`src/rtl/dsp_pkg.sv`:
```
package dsp_pkg;
    typedef enum logic [1:0] {
        CH_CTRL = 2'd0,
        CH_SIG  = 2'd1,
        CH_MAIN = 2'd2,
        CH_RSVD = 2'd3
    } chan_e;

    typedef enum logic {
        ST_WAIT = 1'b0,
        ST_RUN  = 1'b1
    } blk_state_e;

    localparam int unsigned PRBS_LEN = 9;
    localparam int unsigned PRBS_TAP = 5;
endpackage

```
`src/rtl/dsp_prbs_gen.sv`:
```
module dsp_prbs_gen #(
    parameter int unsigned LEN = 9,
    parameter int unsigned TAP = 5
) (
    input  logic clk,
    input  logic rst_n,
    input  logic load,
    input  logic step,
    output logic prbs_bit
);
    localparam logic [LEN-1:0] SEED = '1;

    // sr[0] is stage 1, sr[LEN-1] is the last stage
    logic [LEN-1:0] sr;

    function automatic logic tap_out(input logic [LEN-1:0] s);
        return s[TAP-1] ^ s[LEN-1];
    endfunction

    function automatic logic [LEN-1:0] advance(input logic [LEN-1:0] s);
        return {s[LEN-2:0], tap_out(s)};
    endfunction

    assign prbs_bit = load ? tap_out(SEED) : tap_out(sr);

    always_ff @(posedge clk) begin
        if (!rst_n) begin
            sr <= SEED;
        end else if (load) begin
            sr <= advance(SEED);
        end else if (step) begin
            sr <= advance(sr);
        end
    end
endmodule

```
`src/rtl/dsp_restart_sel.sv`:
```
module dsp_restart_sel
    import dsp_pkg::*;
(
    input  logic [1:0] chan_sel,
    input  logic       vspp_sel,
    input  logic       ctrl_blk_start,
    input  logic       sig_blk_start,
    input  logic       mux_frm_start,
    input  logic       hier_frm_start,
    output logic       sel_strobe
);
    chan_e chan;
    assign chan = chan_e'(chan_sel);

    always_comb begin
        unique case (chan)
            CH_CTRL: sel_strobe = ctrl_blk_start;
            CH_SIG:  sel_strobe = sig_blk_start;
            CH_MAIN: sel_strobe = vspp_sel ? hier_frm_start : mux_frm_start;
            CH_RSVD: sel_strobe = 1'b0;
        endcase
    end
endmodule

```
`src/rtl/dispersal_scrambler.sv`:
```
module dispersal_scrambler
    import dsp_pkg::*;
#(
    parameter int unsigned LFSR_LEN = PRBS_LEN,
    parameter int unsigned LFSR_TAP = PRBS_TAP
) (
    input  logic       clk,
    input  logic       rst_n,
    input  logic [1:0] chan_sel,
    input  logic       vspp_sel,
    input  logic       ctrl_blk_start,
    input  logic       sig_blk_start,
    input  logic       mux_frm_start,
    input  logic       hier_frm_start,
    input  logic       in_valid,
    input  logic       in_bit,
    output logic       out_valid,
    output logic       out_bit
);
    localparam int unsigned CFG_W = 3;

    blk_state_e       state_q, state_d, state_eff;
    logic [CFG_W-1:0] cfg_q;
    logic             cfg_changed;
    logic             sel_strobe;
    logic             restart;
    logic             run_eff;
    logic             step;
    logic             prbs_bit;

    dsp_restart_sel u_sel (
        .chan_sel       (chan_sel),
        .vspp_sel       (vspp_sel),
        .ctrl_blk_start (ctrl_blk_start),
        .sig_blk_start  (sig_blk_start),
        .mux_frm_start  (mux_frm_start),
        .hier_frm_start (hier_frm_start),
        .sel_strobe     (sel_strobe)
    );

    // abandon: a selection change closes the open block at once
    assign cfg_changed = ({chan_sel, vspp_sel} != cfg_q);
    assign state_eff   = cfg_changed ? ST_WAIT : state_q;
    assign run_eff     = (state_eff == ST_RUN);
    assign restart     = in_valid & sel_strobe;
    assign step        = in_valid & run_eff & ~restart;

    dsp_prbs_gen #(
        .LEN (LFSR_LEN),
        .TAP (LFSR_TAP)
    ) u_gen (
        .clk      (clk),
        .rst_n    (rst_n),
        .load     (restart),
        .step     (step),
        .prbs_bit (prbs_bit)
    );

    always_comb begin
        unique case (state_eff)
            ST_WAIT: state_d = restart ? ST_RUN : ST_WAIT;
            ST_RUN:  state_d = ST_RUN;
        endcase
    end

    // state register
    always_ff @(posedge clk) begin
        if (!rst_n) begin
            state_q <= ST_WAIT;
            cfg_q   <= '0;
        end else begin
            state_q <= state_d;
            cfg_q   <= {chan_sel, vspp_sel};
        end
    end

    // output register
    always_ff @(posedge clk) begin
        if (!rst_n) begin
            out_valid <= 1'b0;
            out_bit   <= 1'b0;
        end else begin
            out_valid <= in_valid & (restart | run_eff);
            out_bit   <= in_bit ^ prbs_bit;
        end
    end
endmodule

```
`config.mk`:
```
export PLATFORM = sky130hd
export DESIGN_NAME = dispersal_scrambler
export DESIGN_NICKNAME = d
export VERILOG_FILES = /design/src/rtl/dsp_pkg.sv /design/src/rtl/dsp_prbs_gen.sv /design/src/rtl/dsp_restart_sel.sv /design/src/rtl/dispersal_scrambler.sv
export SDC_FILE = /design/constraint.sdc
export NUM_CORES = 1
export LEC_CHECK = 0
export ABC_AREA = 1
export BUFFER_PORTS_ARGS = -buffer_cell sky130_fd_sc_hd__buf_2
export CORE_MARGIN = 1.5
export CORE_UTILIZATION = 55
export CTS_BUF_LIST = sky130_fd_sc_hd__clkbuf_8
export DETAILED_ROUTE_END_ITERATION = 8
export GPL_ROUTABILITY_DRIVEN = 0
export HOLD_SLACK_MARGIN = 0.06
export PLACE_DENSITY = 0.79
export SLEW_MARGIN = 20
export SYNTH_ARGS = -nofsm -noshare
export SYNTH_HDL_FRONTEND = slang
export SYNTH_SLANG_ARGS = --single-unit
export TNS_END_PERCENT = 5
```
`constraint.sdc`:
```
create_clock -name clk -period 1.5 [get_ports clk]
set_input_delay 0.375 -clock clk [delete_from_list [all_inputs] [get_ports clk]]
set_output_delay 0.375 -clock clk [all_outputs]
set_load 0.02 [all_outputs]
```
==> summary.txt <==
Status - complete, no violations
Initial antenna violation count - 0
Worst Tran Pin Value - 228.1 ps
WP data arrival - 1380 ps
Worst-path fanout max - 6
Clk pin slew, worst setup/hold paths - 60 ps
Min Tclk post-route - 1237 ps
Peak supply drop - 608.0 µV
Share of layout cells above drive strength 1 - 25.19%
Final HPWL DP - 1058 µm
Die span in y - 39.58 µm
Syn_nets - 125
Vias per inst - 4.648
Routed Antenna Nets - 0
DRC - 0
Post-CTS Hold Fix Bufs - 0
# resized after CTS - 0
Slew HR - 84.78%
Final Setup Violations - 0
CTS max path bufs - 2
Clk_skew - 0.3788 ps
Tot Pwr - 0.8368 mW
Filler cell count - 95
MaxCap Viol Count - 0
Fmax - 808.5 MHz
Postcts setup bufs - 0
Vias in the first global route - 592
Post-route clock period utilization - 82.46%
Synth Instances - 114
P_leak - 0.5548 nW
Setup TNS - 0 ps
GRT overflow - 0
Detailed Route WL - 1366 µm
Clk sinks - 15
Yosys reg bits - 15
Largest net degree at the start of global routing - 10
I/O pin total - 13
Type of the most critical hold path - input pin to flip-flop
Total CTS buffers - 3
Endpoints failing hold - 0
Via count - 674
Synthesized cell area - 735.7 µm²
Number of H-tree levels - 1
Iteration count of the initial detailed-routing pass - 4
Row cnt - 12
Die ar. - 1566 µm²
Seq/Total Area, Yosys - 40.82%
Yosys cell types - 14
Skew-Pair Late Insertion Delay - 240 ps
CP required - 1640 ps
Drt wl/cell - 9.421 µm
RSZ-0062 raised after global routing - false
Setup crit end kind - flip-flop
First-pass GRT wire length - 2325 µm
Core outline area - 1171 µm²
Final net count - 143
Setup CP Type - flip-flop to flip-flop
Ys Warns - 0
Starting Density - 62.82%
CTS tree - built
Total track usage - 22.58%
Diodes inserted - 0
Syn avg cell area - 6.454 µm²
P&R area growth vs syn - 17.35%
CP Launch Type - flip-flop
Pwr per Cell Area - 969.3 nW/µm²
Root Buffer - clkbuf_8
Initial drt markers - 16
Die width - 39.58 µm
Slew Viols, Final - 0
Port bufs - 12
==> final cells by class <==
cell class | count | area [µm²] | area share (%)
clock inverter | 1 | 5.005 | 0.5797
multi-input combinational | 74 | 334.1 | 38.70
inverter | 24 | 90.09 | 10.43
sequential | 15 | 300.3 | 34.78
timing repair buffer | 14 | 75.07 | 8.696
clock buffer | 3 | 41.29 | 4.783
tap | 14 | 17.52 | 2.029
==> where the power goes <==
group | internal (mW) | leakage, nW | switching, mW
clock network | 0.184 | 0.0255 | 0.145
logic | 0.0350 | 0.407 | 0.0572
registers | 0.411 | 0.123 | 0.00543
total | 0.629 | 0.555 | 0.208
==> routing by layer <==
| layer | track usage, % | vias to the layer above | share of wire (%) |
|---|---|---|---|
| met5 | 0 | - | 0 |
| met3 | 3.409 | 2 | 3.3 |
| li1 | - | 362 | - |
| met2 | 38.11 | 12 | 48 |
| met1 | 27.59 | 298 | 48 |
| met4 | 10.34 | 0 | 0.81 |
==> synthesized netlist by cell type (all sizes together) <==
library cell,number,area (µm²)
a21oi,4,20.02
buf,1,11.26
clkinv,2,7.510
dfxtp,15,300.3
inv,22,82.58
nand2,41,156.4
nand3,7,40.04
nor2,21,108.9
xnor2,1,8.760
==> worst max-delay path: stages (launching register included) <==
cell	delay, ps
dfxtp_1	340
inv_1	50
nand2_1	50
nand2_1	50
nor2_2	110
nand3_2	160
clkinv_1	100
nand2_1	130
nand2_1	100
nand2_1	50
==> stage by stage <==
step / utilization [%] / cells / cell area [µm²] / setup slack (ps) / hold WS, ps
finish: 73.72 / 145 / 863.3 / 263.1 / 366.0
global placement: 69.77 / 141 / 817.0 / 117.8 / 434.8
floorplan: - / 114 / 735.7 / 376.9 / 418.8
detailed placement: 69.77 / 141 / 817.0 / 81.85 / 440.0
global route: 73.72 / 145 / 863.3 / 146.2 / 375.6
CTS: 73.72 / 145 / 863.3 / 259.0 / 363.6
==> placed cells by master, fill, tap and decap left out, types with 3 or more instances in the layout <==
| cell type | instances |
|---|---|
| clkbuf_8 | 3 |
| a21oi_1 | 4 |
| inv_2 | 3 |
| nand3_1 | 6 |
| nor2_2 | 9 |
| buf_2 | 12 |
| nand2_1 | 40 |
| dfxtp_1 | 15 |
| inv_1 | 19 |
| nor2_1 | 11 |
==> kinds of logic (layout without fill, tap and decap cells) <==
| family | after synthesis | in the layout | synth area share (%) |
|---|---|---|---|
| buffers and inverters | 25 | 42 | 13.78 |
| AND/OR/NAND/NOR | 69 | 69 | 41.50 |
| AO/OA/AOI/OAI | 4 | 4 | 2.721 |
| XOR/XNOR | 1 | 1 | 1.191 |
| flip-flops | 15 | 15 | 40.82 |
==> final timing paths <==
check	start	slack [ps]	cells past startpoint	to
worst max-delay path	cfg_q[2]	260	9	u_gen.sr[2]
worst min-delay path	vspp_sel	370	3	cfg_q[0]
worst max register to register	cfg_q[2]	260	9	u_gen.sr[2]
worst min register to register	u_gen.sr[7]	450	2	u_gen.sr[7]
==> flip-flops by register name, summed over array words and instances (netlist names) <==
| name | flops |
|---|---|
| u_gen.sr | 9 |
| state_q | 1 |
| out_bit | 1 |
| out_valid | 1 |
| cfg_q | 3 |
Note: power is estimated with default switching activity, not from simulation.
